**config.mk**
```make
export PLATFORM = sky130hd
export DESIGN_NAME = mbx_dual_top
export DESIGN_NICKNAME = d
export VERILOG_FILES = /design/src/rtl/mbx_pkg.sv /design/src/rtl/mbx_rst_sync.sv /design/src/rtl/mbx_dir.sv /design/src/rtl/mbx_locks.sv /design/src/rtl/mbx_dual_top.sv
export SDC_FILE = /design/constraint.sdc
export NUM_CORES = 1
export LEC_CHECK = 0
export BUFFER_PORTS_ARGS = -buffer_cell sky130_fd_sc_hd__buf_2
export CELL_PAD_IN_SITES_DETAIL_PLACEMENT = 1
export CELL_PAD_IN_SITES_GLOBAL_PLACEMENT = 2
export CORE_AREA = 2 2 286 288
export DETAILED_ROUTE_END_ITERATION = 16
export DIE_AREA = 0 0 288 290
export GPL_TIMING_DRIVEN = 0
export PLACE_DENSITY_LB_ADDON = 0.15
export SLEW_MARGIN = 30
export SYNTH_ARGS = -nofsm -noshare
export SYNTH_HDL_FRONTEND = slang
export SYNTH_HIERARCHICAL = 1
export SYNTH_SLANG_ARGS = --single-unit
```
**constraint.sdc**
```tcl
create_clock -name clk -period 22.2 [get_ports clk]
set_input_delay 4.44 -clock clk [delete_from_list [all_inputs] [get_ports clk]]
set_output_delay 4.44 -clock clk [all_outputs]
set_load 0.05 [all_outputs]
```
**src/rtl/mbx_pkg.sv**
```systemverilog
package mbx_pkg;
  // Spacing between per-channel register pairs and the lock slots
  localparam int unsigned SLOT_STRIDE = 8;
  // Enable and status occupy the first two words of each direction
  localparam int unsigned CH_FIRST    = 8;
  localparam int unsigned LOCK_BASE   = 'h100;

  function automatic int unsigned dir_span(input int unsigned nch);
    return CH_FIRST + SLOT_STRIDE * nch;
  endfunction

  function automatic int unsigned cmd_off(input int unsigned base, input int unsigned ch);
    return base + CH_FIRST + SLOT_STRIDE * ch;
  endfunction

  function automatic int unsigned dat_off(input int unsigned base, input int unsigned ch);
    return base + CH_FIRST + SLOT_STRIDE * ch + 4;
  endfunction

  function automatic int unsigned lock_off(input int unsigned k);
    return LOCK_BASE + SLOT_STRIDE * k;
  endfunction
endpackage

```
**src/rtl/mbx_rst_sync.sv**
```systemverilog
module mbx_rst_sync #(
  parameter int unsigned STAGES = 2
) (
  input  logic clk,
  input  logic rst_n,
  output logic rst_q_n
);
  logic [STAGES-1:0] sh_q;
  logic [STAGES-1:0] sh_d;

  always_comb sh_d = {sh_q[STAGES-2:0], 1'b1};

  always_ff @(posedge clk or negedge rst_n) begin
    if (!rst_n) sh_q <= '0;
    else        sh_q <= sh_d;
  end

  assign rst_q_n = sh_q[STAGES-1];
endmodule

```
**src/rtl/mbx_dir.sv**
```systemverilog
// One message direction: per-channel command/data words, pending status,
// interrupt enables and per-channel interrupt levels.
module mbx_dir #(
  parameter int unsigned NCH  = 4,
  parameter int unsigned DW   = 32,
  parameter int unsigned AW   = 12,
  parameter int unsigned BASE = 0
) (
  input  logic          clk,
  input  logic          rst_n,
  input  logic          snd_wr,
  input  logic [AW-1:0] snd_addr,
  input  logic [DW-1:0] snd_wdata,
  input  logic          rcv_wr,
  input  logic [AW-1:0] rcv_addr,
  input  logic [NCH-1:0] rcv_wdata,
  input  logic [AW-1:0] rd_addr_a,
  input  logic [AW-1:0] rd_addr_b,
  output logic [DW-1:0] rd_data_a,
  output logic [DW-1:0] rd_data_b,
  output logic [NCH-1:0] irq
);
  import mbx_pkg::*;

  localparam logic [AW-1:0] EN_ADR = AW'(BASE);
  localparam logic [AW-1:0] ST_ADR = AW'(BASE + 4);

  logic [NCH-1:0][DW-1:0] cmd_q, dat_q;
  logic [NCH-1:0][AW-1:0] cmd_adr, dat_adr;
  logic [NCH-1:0]         cmd_we, dat_we;
  logic [NCH-1:0]         st_q, st_d, en_q, en_d, clr_v;
  logic                   en_we, st_we;

  // Address decode
  for (genvar ch = 0; ch < NCH; ch++) begin : g_dec
    localparam logic [AW-1:0] CA = AW'(cmd_off(BASE, ch));
    localparam logic [AW-1:0] DA = AW'(dat_off(BASE, ch));
    assign cmd_adr[ch] = CA;
    assign dat_adr[ch] = DA;
    assign cmd_we[ch]  = snd_wr && (snd_addr == CA);
    assign dat_we[ch]  = snd_wr && (snd_addr == DA);
  end

  assign en_we = rcv_wr && (rcv_addr == EN_ADR);
  assign st_we = rcv_wr && (rcv_addr == ST_ADR);

  // Next state: a new message beats an acknowledge in the same cycle
  always_comb begin
    clr_v = st_we ? rcv_wdata : '0;
    st_d  = (st_q & ~clr_v) | dat_we;
    en_d  = en_we ? rcv_wdata : en_q;
  end

  always_ff @(posedge clk or negedge rst_n) begin
    if (!rst_n) begin
      cmd_q <= '0;
      dat_q <= '0;
      st_q  <= '0;
      en_q  <= '0;
    end else begin
      for (int ch = 0; ch < NCH; ch++) begin
        if (cmd_we[ch]) cmd_q[ch] <= snd_wdata;
        if (dat_we[ch]) dat_q[ch] <= snd_wdata;
      end
      if (st_we || (|dat_we)) st_q <= st_d;
      if (en_we)              en_q <= en_d;
    end
  end

  assign irq = st_q & en_q;

  function automatic logic [DW-1:0] pick(
    input logic [AW-1:0]          ad,
    input logic [NCH-1:0]         en_v,
    input logic [NCH-1:0]         st_v,
    input logic [NCH-1:0][DW-1:0] cmd_v,
    input logic [NCH-1:0][DW-1:0] dat_v,
    input logic [NCH-1:0][AW-1:0] cadr,
    input logic [NCH-1:0][AW-1:0] dadr
  );
    logic [DW-1:0] r;
    r = '0;
    if (ad == EN_ADR) r[NCH-1:0] = en_v;
    if (ad == ST_ADR) r[NCH-1:0] = st_v;
    for (int ch = 0; ch < NCH; ch++) begin
      if (ad == cadr[ch]) r = cmd_v[ch];
      if (ad == dadr[ch]) r = dat_v[ch];
    end
    return r;
  endfunction

  assign rd_data_a = pick(rd_addr_a, en_q, st_q, cmd_q, dat_q, cmd_adr, dat_adr);
  assign rd_data_b = pick(rd_addr_b, en_q, st_q, cmd_q, dat_q, cmd_adr, dat_adr);
endmodule

```
**src/rtl/mbx_locks.sv**
```systemverilog
// Bank of test-and-set slots shared by both ports; side A wins a tie.
module mbx_locks #(
  parameter int unsigned NLK = 4,
  parameter int unsigned DW  = 32,
  parameter int unsigned AW  = 12
) (
  input  logic          clk,
  input  logic          rst_n,
  input  logic          a_rd,
  input  logic          a_wr,
  input  logic [AW-1:0] a_addr,
  input  logic          b_rd,
  input  logic          b_wr,
  input  logic [AW-1:0] b_addr,
  output logic [DW-1:0] a_rdata,
  output logic [DW-1:0] b_rdata
);
  import mbx_pkg::*;

  logic [NLK-1:0] lk_q, lk_d, lk_we;
  logic [NLK-1:0] a_hit, b_hit, a_take, b_take, rel;

  for (genvar k = 0; k < NLK; k++) begin : g_dec
    localparam logic [AW-1:0] LA = AW'(lock_off(k));
    assign a_hit[k] = (a_addr == LA);
    assign b_hit[k] = (b_addr == LA);
  end

  always_comb begin
    a_take = a_rd ? (a_hit & ~lk_q) : '0;
    b_take = b_rd ? (b_hit & ~lk_q & ~a_take) : '0;
    rel    = (a_wr ? a_hit : '0) | (b_wr ? b_hit : '0);
    lk_d   = (lk_q & ~rel) | a_take | b_take;
    lk_we  = rel | a_take | b_take;
  end

  always_ff @(posedge clk or negedge rst_n) begin
    if (!rst_n) begin
      lk_q <= '0;
    end else begin
      for (int k = 0; k < NLK; k++) begin
        if (lk_we[k]) lk_q[k] <= lk_d[k];
      end
    end
  end

  assign a_rdata = DW'(|(a_hit & lk_q));
  assign b_rdata = DW'(|(b_hit & (lk_q | a_take)));
endmodule

```
**src/rtl/mbx_dual_top.sv**
```systemverilog
module mbx_dual_top #(
  parameter int unsigned NUM_CH   = 4,
  parameter int unsigned NUM_LOCK = 4,
  parameter int unsigned ADDR_W   = 12,
  parameter int unsigned DATA_W   = 32
) (
  input  logic              clk,
  input  logic              rst_n,
  input  logic              a_psel,
  input  logic              a_penable,
  input  logic              a_pwrite,
  input  logic [ADDR_W-1:0] a_paddr,
  input  logic [DATA_W-1:0] a_pwdata,
  output logic [DATA_W-1:0] a_prdata,
  input  logic              b_psel,
  input  logic              b_penable,
  input  logic              b_pwrite,
  input  logic [ADDR_W-1:0] b_paddr,
  input  logic [DATA_W-1:0] b_pwdata,
  output logic [DATA_W-1:0] b_prdata,
  output logic [NUM_CH-1:0] irq_a,
  output logic [NUM_CH-1:0] irq_b
);
  import mbx_pkg::*;

  localparam int unsigned A2B_BASE = 0;
  localparam int unsigned B2A_BASE = dir_span(NUM_CH);

  logic rst_q_n;
  logic a_wr, a_rd, b_wr, b_rd;
  logic [DATA_W-1:0] ab_ra, ab_rb, ba_ra, ba_rb, lk_ra, lk_rb;

  mbx_rst_sync #(.STAGES(2)) u_rst (
    .clk(clk), .rst_n(rst_n), .rst_q_n(rst_q_n)
  );

  assign a_wr = a_psel && a_penable && a_pwrite;
  assign a_rd = a_psel && a_penable && !a_pwrite;
  assign b_wr = b_psel && b_penable && b_pwrite;
  assign b_rd = b_psel && b_penable && !b_pwrite;

  // A sends, B acknowledges
  mbx_dir #(.NCH(NUM_CH), .DW(DATA_W), .AW(ADDR_W), .BASE(A2B_BASE)) u_a2b (
    .clk(clk), .rst_n(rst_q_n),
    .snd_wr(a_wr), .snd_addr(a_paddr), .snd_wdata(a_pwdata),
    .rcv_wr(b_wr), .rcv_addr(b_paddr), .rcv_wdata(b_pwdata[NUM_CH-1:0]),
    .rd_addr_a(a_paddr), .rd_addr_b(b_paddr),
    .rd_data_a(ab_ra), .rd_data_b(ab_rb),
    .irq(irq_b)
  );

  // B sends, A acknowledges
  mbx_dir #(.NCH(NUM_CH), .DW(DATA_W), .AW(ADDR_W), .BASE(B2A_BASE)) u_b2a (
    .clk(clk), .rst_n(rst_q_n),
    .snd_wr(b_wr), .snd_addr(b_paddr), .snd_wdata(b_pwdata),
    .rcv_wr(a_wr), .rcv_addr(a_paddr), .rcv_wdata(a_pwdata[NUM_CH-1:0]),
    .rd_addr_a(a_paddr), .rd_addr_b(b_paddr),
    .rd_data_a(ba_ra), .rd_data_b(ba_rb),
    .irq(irq_a)
  );

  mbx_locks #(.NLK(NUM_LOCK), .DW(DATA_W), .AW(ADDR_W)) u_lk (
    .clk(clk), .rst_n(rst_q_n),
    .a_rd(a_rd), .a_wr(a_wr), .a_addr(a_paddr),
    .b_rd(b_rd), .b_wr(b_wr), .b_addr(b_paddr),
    .a_rdata(lk_ra), .b_rdata(lk_rb)
  );

  assign a_prdata = a_rd ? (ab_ra | ba_ra | lk_ra) : '0;
  assign b_prdata = b_rd ? (ab_rb | ba_rb | lk_rb) : '0;
endmodule

```
==> metrics.txt, run 1 <==
via/cell ratio 6.32; post-synth top area share 41.9%; Syn Inst Count 2944; die height 290 um; Hold Vio Cnt, Final 0; Synth top cells by count dfrtp_1 (534), mux2_2 (443), a21oi_1 (187); CTS Sinks 534; Yosys Warn Count 6; crit path launch type primary input; drt first pass iters 5; Skew-Pair Late Insertion Delay 610 ps; crit end category output pin; Core Footprint 80200 sq um; worst hold slack 317 ps; vias in the first global route 28700; Hold Crit Class flop to asynchronous set/reset pin; top-count cell post-synth dfrtp_1; hpwl dp 111 mm; Max IR drop VDD 0.0000625 V; vias post-DR 27600; pwr dens 62.4 nW/um^2; syn_area_per_cell 10.8 sq um; reg2reg path depth 4; initial antenna violation count 6; Top FF cell, synth dfrtp_1; io pins 168; ys async rst share 100%; FF+latch count, synth 534; area occupied by multi-input gates 17100 sq um; synthesized cell area 31900 sq um; # hold bufs at CTS 0; Synth area leader dfrtp_1; pin count of the biggest net entering global routing 50; post-synthesis sequential area ratio 41.9%; cts repair resizes 0; post-route minimum period 13610 ps; Slew HR 21.6%; number of buffers added on ports 167; Yosys cell types 78; Global Route Usage Sum 35.1%; cts bufs inserted 67; grt total ovfl 0; die area 83500 sq um; final antenna-violating net count 0; WP data required 17760 ps; Finished Core Util 46.1%; layout cells sized above 1 29.6%; Clock Tree Root clkbuf_16; Design Power 2.30 mW; Routed WL 148 mm; Initial DRC Count 2682; Max Clock Skew 18.8 ps; CTS Buffer Depth 3; Reg area 13400 sq um; RSZ-0062 raised after global routing false; Area contributors post-synth dfrtp_1 (42%), mux2_2 (16%), mux2_1 (5.2%), mux2i_1 (5.0%), a21oi_1 (2.9%); Pleak 17.6 nW; crit share post-route 61.3%; critical path type primary input to output pin; Setup Fix Bufs, Post-CTS 0; CTS tree yes; first-pass GRT wire length 212 mm; # nets final 3355; clock-pin slew on the worst setup and hold paths 50 ps; Area growth syn-to-layout 15.8%; Rows 104; GP Congestion 0.985; maxcap violations 0; status complete, no violations; worst path arrival time 9170 ps; drt wl/cell 33.9 um; worst slew pin tran 1180 ps; CTS H-tree depth 3; EDFF count, synth 0; die width 288 um; fin. max-slew vios 0; Fmax achieved 73.5 MHz; Initial Utilization 39.8%; setup violators final 0; biggest fanout along the worst timing path 13; Residual DRC 0; fill cell count 8829
[stage by stage]
step	std cells	instance area, sq um	setup WS, ps	setup TNS, ps
finish	4369	36900	8590	0
CTS	4367	36900	8840	0
global placement	4232	34300	-540	-255190
detailed placement	4250	34700	8880	0
global route	4367	36900	8590	0
floorplan	3005	32100	6210	0
[final timing paths]
| kind | endpoint | slack (ps) | from |
|---|---|---|---|
| worst max-delay path | b_prdata[18] | 8590 | b_paddr[3] |
| worst min-delay path | u_a2b/dat_q[121]$_DFFE_PN0P_ | 320 | u_rst/sh_q[1]$_DFF_PN0_ |
| worst max register to register | u_b2a/dat_q[8]$_DFFE_PN0P_ | 20340 | u_rst/sh_q[1]$_DFF_PN0_ |
| worst min register to register | u_a2b/dat_q[121]$_DFFE_PN0P_ | 320 | u_rst/sh_q[1]$_DFF_PN0_ |
| max in group asynchronous | u_rst/sh_q[1]$_DFF_PN0_ | 18490 | rst_n |
| min in group clk | u_rst/sh_q[1]$_DFF_PN0_ | 350 | u_rst/sh_q[0]$_DFF_PN0_ |
[cell families (layout without fill, tap and decap cells)]
| family | after synthesis | in the layout | share of synthesized area, % |
|---|---|---|---|
| muxes | 784 | 784 | 28.2 |
| AOI/OAI and AO/OA | 727 | 727 | 15.1 |
| and+or+nand+nor | 553 | 553 | 9.47 |
| DFF | 534 | 534 | 41.9 |
| buffers and inverters | 342 | 644 | 5.28 |
| other | 2 | 65 | 0.0235 |
| xor gates and xnor gates | 2 | 2 | 0.0549 |
[cells in the final DEF, fill, tap and decap left out, drive strengths merged, types with 20 or more instances in the layout]
cell | Yosys | final
o2bb2ai | 41 | 41
clkbuf | 119 | 221
a22o | 47 | 47
a22oi | 20 | 20
a221oi | 28 | 28
nand2 | 119 | 119
buf | 172 | 357
mux2i | 160 | 160
nor4 | 24 | 24
a222oi | 32 | 32
inv | 51 | 53
conb | 2 | 63
nor2 | 144 | 144
dfrtp | 534 | 534
o22ai | 37 | 37
nor2b | 25 | 25
mux4 | 33 | 33
nand2b | 22 | 22
mux2 | 591 | 591
nor3 | 82 | 82
o21ai | 186 | 186
a21oi | 187 | 187
a211oi | 20 | 20
o22a | 25 | 25
[layout make-up]
class                      count  area share (%)
sequential                   534            36.2
buffer                       291            4.07
inverter                      51           0.518
antenna                        2          0.0135
timing repair buffer         185            3.17
multi-input combinational   2129            46.4
tap                         1060            3.59
clock inverter                15           0.403
clock buffer                 102            5.63
[layer usage]
| layer | vias up | GRT usage, % | part of all wire, % |
|---|---|---|---|
| met5 | - | 0 | 0.027 |
| met2 | 1163 | 56.0 | 47 |
| met4 | 6 | 16.7 | 5.2 |
| met1 | 14500 | 46.5 | 42 |
| li1 | 11600 | - | - |
| met3 | 313 | 5.70 | 6.4 |
[where the power goes]
group	switching, mW	internal (mW)
logic	0.154	0.0545
registers	0.00263	0.975
clock network	0.459	0.659
total	0.615	1.69
[critical path: stages]
cell and delay, ps:
buf_2 430, clkbuf_1 570, clkbuf_1 620, nor2_1 320, nand3b_1 700, clkbuf_1 690
nand3_1 130, o21ai_0 600, nor3_1 220, nor2_1 130, buf_2 270
[flip-flops by register name (all words and copies together) (netlist names)]
register / flops
u_a2b/cmd_q: 128
u_a2b/dat_q: 128
u_a2b/en_q: 4
u_a2b/st_q: 4
u_b2a/cmd_q: 128
u_b2a/dat_q: 128
u_b2a/en_q: 4
u_b2a/st_q: 4
u_lk/lk_q: 4
u_rst/sh_q: 2
No activity file was read; power rests on OpenSTA's default activity.
==> run 2, diff against run 1 <==
Clock period 22.2 ns to 12.8 ns, I/O delays scaled along.
==> metrics.txt, run 2 (synthesized netlist as in run 1, its figures left out) <==
vias post-DR 27500 (-0.43%); vias in the first global route 28600 (-0.22%); die width 288 um (unchanged); Max IR drop VDD 0.000118 V (+88%); placed cell count 4253 (+0.071%); initial antenna violation count 2 (-4); Placed Instance Area 34700 sq um (+0.14%); Core Footprint 80200 sq um (unchanged); drt first pass iters 8 (+3); Sw Pwr 1.08 mW (+76%); Area growth syn-to-layout 16.2%; cts bufs inserted 68 (+1.5%); Global Route Usage Sum 35.2% (about the same); via/cell ratio 6.27 (-0.64%); crit end category output pin; Hold Vio Cnt, Final 0 (unchanged); pwr dens 110 nW/um^2 (+76%); cts repair resizes 0 (unchanged); worst path arrival time 7240 ps (-1930 ps); crit path launch type primary input; Initial Utilization 39.8% (unchanged); crit share post-route 76.6%; Sw Ratio 26.5% (-0.16 points); die area 83500 sq um (unchanged); io pins 168 (unchanged); critical path type primary input to output pin; post-route minimum period 9800 ps; setup violators final 0 (unchanged); CTS H-tree depth 3 (unchanged); Finished Core Util 46.2% (+0.15 points); worst slew pin tran 1170 ps (-1.13 ps); Hold Crit Class flop to asynchronous set/reset pin; Residual DRC 0 (unchanged); drt wl/cell 33.9 um (about the same); CTS Buffer Depth 3 (unchanged); Max Clock Skew 27.2 ps (+8.40 ps); commonest non-fill, non-tap cell in the layout dfrtp_1; Int Power 2.99 mW (+77%); WP data required 10240 ps (-7520 ps); layout cells sized above 1 29.4% (-0.23 points); # nets final 3359 (+0.12%); # hold bufs at CTS 0 (unchanged); Rows 104 (unchanged); clock-pin slew on the worst setup and hold paths 60 ps (about the same); CTS tree yes; pin count of the biggest net entering global routing 52 (+4.0%); maxcap violations 0 (unchanged); GP Congestion 0.979 (-0.63%); Comb pwr share 8.9% (-0.2 points); Clock Tree Root clkbuf_16; Skew-Pair Late Insertion Delay 640 ps (+30 ps); Slew HR 21.1% (-0.51 points); RSZ-0062 raised after global routing false; Pleak 17.6 nW (+0.30%); die height 290 um (unchanged); fin. max-slew vios 0 (unchanged); part of the power in registers 41.6% (-0.8 points); worst hold slack 243 ps (-74.1 ps); fill cell count 8830 (+0.011%); final instance area 37100 sq um (+0.34%); final antenna-violating net count 0 (unchanged); Setup Fix Bufs, Post-CTS 0 (unchanged); Routed WL 149 mm (+0.14%); Initial DRC Count 2503 (-6.7%); Layout Cells excl Fill 4378 (+0.21%); Fmax achieved 102 MHz; number of buffers added on ports 167 (unchanged); Final TNS setup 0 ps (unchanged); hpwl dp 111 mm (+0.12%); status complete, no violations; CTS Sinks 534 (unchanged); most frequent cells in the layout dfrtp_1 (533), mux2_2 (443), buf_2 (245); biggest fanout along the worst timing path 13 (unchanged); grt total ovfl 0 (unchanged); first-pass GRT wire length 212 mm (about the same); clock share of power 49.4% (+0.9 points)
[run 2: cell type report]
cell class              count  area [sq um]  share of cell area (%)
inverters                  51           191                   0.517
well taps                1060          1330                    3.58
diodes                      5          12.5                  0.0338
multi-input cells        2129         17100                    46.2
clock buffers             100          1980                    5.35
repair buffers            188          1210                    3.27
plain buffers             291          1500                    4.05
clock inverters            20           334                   0.901
flip-flops and latches    534         13400                    36.1
[run 2: layer usage]
metal | wire length [um] | GRT usage [%] | up-vias
met5 | 0 | 0 | -
met4 | 8010 | 16.6 | 0
met3 | 9940 | 5.40 | 312
met2 | 69100 | 56.2 | 1209
met1 | 61500 | 46.6 | 14300
li1 | - | - | 11600
[run 2: per-stage QoR]
step / power, mW / worst slack, ps
final: 4.07 / 3000
after global placement: 2.06 / 440
after floorplan: 1.90 / 4110
after global routing: 4.18 / 3030
after detailed placement: 2.08 / 3200
after CTS: 4.09 / 3200
[run 2: power by group through the flow]
stage | registers [mW] | clock network (mW) | logic (mW)
5_1_grt | 1.69 | 2.11 | 0.378
3_5_place_dp | 1.73 | 0 | 0.356
3_3_place_gp | 1.76 | 0 | 0.304
6_report | 1.70 | 2.01 | 0.363
4_1_cts | 1.69 | 2.04 | 0.357
2_1_floorplan | 1.75 | 0 | 0.157
[run 2: path summary, 6_finish.rpt]
path	start	end	slack, ps	cells after the start
setup / recovery	b_paddr[3]	b_prdata[18]	3000	11
hold / removal	u_rst/sh_q[1]$_DFF_PN0_	u_a2b/cmd_q[88]$_DFFE_PN0P_	240	0
setup reg to reg	u_rst/sh_q[1]$_DFF_PN0_	u_b2a/cmd_q[39]$_DFFE_PN0P_	11080	4
hold reg to reg	u_rst/sh_q[1]$_DFF_PN0_	u_a2b/cmd_q[88]$_DFFE_PN0P_	240	0
max in group asynchronous	rst_n	u_rst/sh_q[1]$_DFF_PN0_	10970	1
min in group clk	u_rst/sh_q[0]$_DFF_PN0_	u_rst/sh_q[1]$_DFF_PN0_	360	0
[run 2: critical path: stages]
cell	delay (ps)
buf_2	480
clkbuf_1	550
clkbuf_1	600
nor2_1	340
nand3b_1	720
clkbuf_1	670
nand3_1	140
o21ai_0	320
nor3_1	100
nor2_1	380
buf_2	350
==> run 3, diff against run 2 <==
Settings changed: ABC_AREA from default to 1, CORE_AREA 2 2 286 288 to 2 2 318 320, DIE_AREA 0 0 288 290 to 0 0 320 322.
Clock period 12.8 ns to 8.9 ns, I/O delays scaled along.
==> metrics.txt, run 3 <==
status complete, no violations; die area 103000 sq um (+23%); drt wl/cell 23.5 um (-31%); Global Route Usage Sum 28.2% (-7.0 points); post-synthesis mux area share 0% (-28 points); Max IR drop VDD 0.000128 V (+9.0%); drt first pass iters 5 (-3); RSZ-0062 raised after global routing false; syn_area_per_cell 6.96 sq um (-36%); worst hold slack 316 ps (+72.8 ps); CTS tree yes; hpwl dp 118 mm (+6.3%); CTS Sinks 534 (unchanged); detailed route wirelength on metal3 4.57 mm (-54%); Sw Pwr 1.39 mW (+29%); clock-pin slew on the worst setup and hold paths 60 ps (about the same); crit share post-route 78.0%; Routed WL 146 mm (-2.0%); Clock Tree Root clkbuf_16; Adder-Cell Fraction of Synth Area 0% (unchanged); vias post-DR 31200 (+14%); Residual DRC 0 (unchanged); Synth top cells by count nand2_1 (1423), o21ai_0 (765), inv_1 (574); post-synth top area share 42.3% (+0.37 points); die height 322 um (+11%); EDFF count, synth 0 (unchanged); CTS Buffer Depth 3 (unchanged); DP Worst Slack 1980 ps (-1210 ps); CTS H-tree depth 3 (unchanged); Layout Cells excl Fill 6200 (+42%); Sw Ratio 24.9% (-1.6 points); cts repair resizes 0 (unchanged); first-pass GRT wire length 215 mm (+1.4%); Finished Core Util 37.0% (-9.2 points); Design Power 5.58 mW (+37%); Top FF cell, synth dfrtp_1; Pleak 17.6 nW (about the same); # hold bufs at CTS 0 (unchanged); Antenna diodes 0 (-5); Compound-Gate Fraction of Synth Area 19.3% (+4.3 points); critical path type primary input to output pin; final instance area 36900 sq um (-0.52%); WP data required 7120 ps (-3120 ps); number of buffers added on ports 167 (unchanged); Int Power 4.19 mW (+40%); crit end category output pin; DR top layer met4; xor and xnor area share after synthesis 0% (-0.055 points); fin. max-slew vios 0 (unchanged); cts bufs inserted 70 (+2.9%); FF+latch count, synth 534 (unchanged); via/cell ratio 5.03 (-20%); pwr dens 151 nW/um^2 (+38%); part of the power in registers 43.7% (+2.1 points); initial antenna violation count 1 (-1); final antenna-violating net count 0 (unchanged); Yosys Warn Count 6 (unchanged); worst slew pin tran 871 ps (-304 ps); Slew HR 41.9% (+21 points); Initial DRC Count 1953 (-22%); Area growth syn-to-layout 16.6%; Setup Fix Bufs, Post-CTS 0 (unchanged); Fmax achieved 144 MHz; pin count of the biggest net entering global routing 46 (-12%); maxcap violations 0 (unchanged); Hold Vio Cnt, Final 0 (unchanged); top-count cell post-synth nand2_1; most frequent cells in the layout nand2_1 (1423), o21ai_0 (765), inv_1 (574); worst path arrival time 5160 ps (-2080 ps); crit path launch type primary input; Final TNS setup 0 ps (unchanged); Syn Inst Count 4540 (+54%); vias in the first global route 32100 (+12%); Yosys cell types 47 (-40%); simple-gate share of the synthesized area 26.3% (+17 points); M1 WL 63.5 mm (+3.1%); GP Congestion 0.892 (-8.9%); Hold Crit Class flop to asynchronous set/reset pin; layout cells sized above 1 10.4% (-19 points); io pins 168 (unchanged); Core Footprint 99600 sq um (+24%); Met2 Routed Length 71.9 mm (+4.1%); Max Clock Skew 11.3 ps (-15.9 ps); synthesized cell area 31600 sq um (-0.88%); Final WS setup 1960 ps (-1040 ps); # nets final 4949 (+47%); ys async rst share 100% (unchanged); setup violators final 0 (unchanged); largest family of logic cells by synthesized area simple AND/OR/NAND/NOR gates; commonest non-fill, non-tap cell in the layout nand2_1; post-route minimum period 6940 ps; biggest fanout along the worst timing path 10 (-3); post-synthesis sequential area ratio 42.3% (+0.37 points); Skew-Pair Late Insertion Delay 610 ps (-30 ps); Synth area leader dfrtp_1; placed cell count 6079 (+43%); clock share of power 50.9% (+1.5 points); grt total ovfl 0 (unchanged); Comb pwr share 5.4% (-3.5 points); Placed Instance Area 34600 sq um (-0.24%); Initial Utilization 31.8% (-8.0 points); Area contributors post-synth dfrtp_1 (42%), nand2_1 (17%), o21ai_0 (12%), inv_1 (6.8%), nand3_1 (3.2%); die width 320 um (+11%); Rows 116 (+12%)
run 3: cell count changes in the layout (fill, tap and decap cells not counted), sizes merged, moves of 55 or more:
cell	previous run	this run
mux2	591	0
a21oi	187	77
inv	51	599
clkbuf	219	295
o211ai	4	59
o21ai	186	806
nor2	144	210
mux2i	160	0
nand3	19	212
o221ai	4	59
nand2	119	1441
run 3: metal layers:
| layer | track usage, % | vias up |
|---|---|---|
| met4 | 10.4 | 0 |
| met3 | 2.60 | 239 |
| met1 | 35.4 | 15200 |
| li1 | - | 15100 |
| met5 | 0 | - |
| met2 | 50.1 | 661 |
run 3: cell families (layout without fill, tap and decap cells):
group | Yosys count | after routing
other | 2 | 63
DFF | 534 | 534
and+or+nand+nor | 1984 | 1984
buffers and inverters | 914 | 1215
AOI/OAI and AO/OA | 1106 | 1106
run 3: worst paths after layout:
check | start | end | slack (ps) | cells after the start
max in group asynchronous | u_rst/sh_q[1]$_DFF_PN0_ | u_b2a/cmd_q[19]$_DFFE_PN0P_ | 7090 | 4
setup reg to reg | u_rst/sh_q[1]$_DFF_PN0_ | u_b2a/cmd_q[19]$_DFFE_PN0P_ | 7090 | 4
hold / removal | u_rst/sh_q[1]$_DFF_PN0_ | u_a2b/st_q[3]$_DFFE_PN0P_ | 320 | 0
setup / recovery | b_paddr[0] | b_prdata[4] | 1960 | 18
hold reg to reg | u_rst/sh_q[1]$_DFF_PN0_ | u_a2b/st_q[3]$_DFFE_PN0P_ | 320 | 0
min in group clk | u_rst/sh_q[0]$_DFF_PN0_ | u_rst/sh_q[1]$_DFF_PN0_ | 350 | 0
run 3: power by group through the flow:
stage               clock (mW)  sequential [mW]  combinational (mW)
floorplan                    0             2.51               0.126
global placement             0             2.53               0.235
detailed placement           0             2.48               0.305
CTS                       2.91             2.44               0.306
global route              3.00             2.44               0.332
finish                    2.84             2.44               0.304
run 3: worst max-delay path, stage by stage:
cell      delay (ps)
buf_2            150
inv_1             60
nand2_1           60
nor2_1           590
nand2_1          200
nor2_1           190
nand2_1          230
clkbuf_1         410
o21ai_0          410
a21oi_1           90
nand3_1          130
nand2_1          110
nand4_1          130
nor2_1            60
nand2_1           60
nand2_1          140
inv_1             90
buf_2            260
run 3: cell type report:
class / count / area, sq um
timing repair buffer: 180 / 1160
inverter: 600 / 2250
fill: 12700 / 62700
sequential: 534 / 13400
multi-input combinational: 3153 / 14700
clock inverter: 13 / 155
tap: 1298 / 1620
clock buffer: 108 / 2070
buffer: 314 / 1570
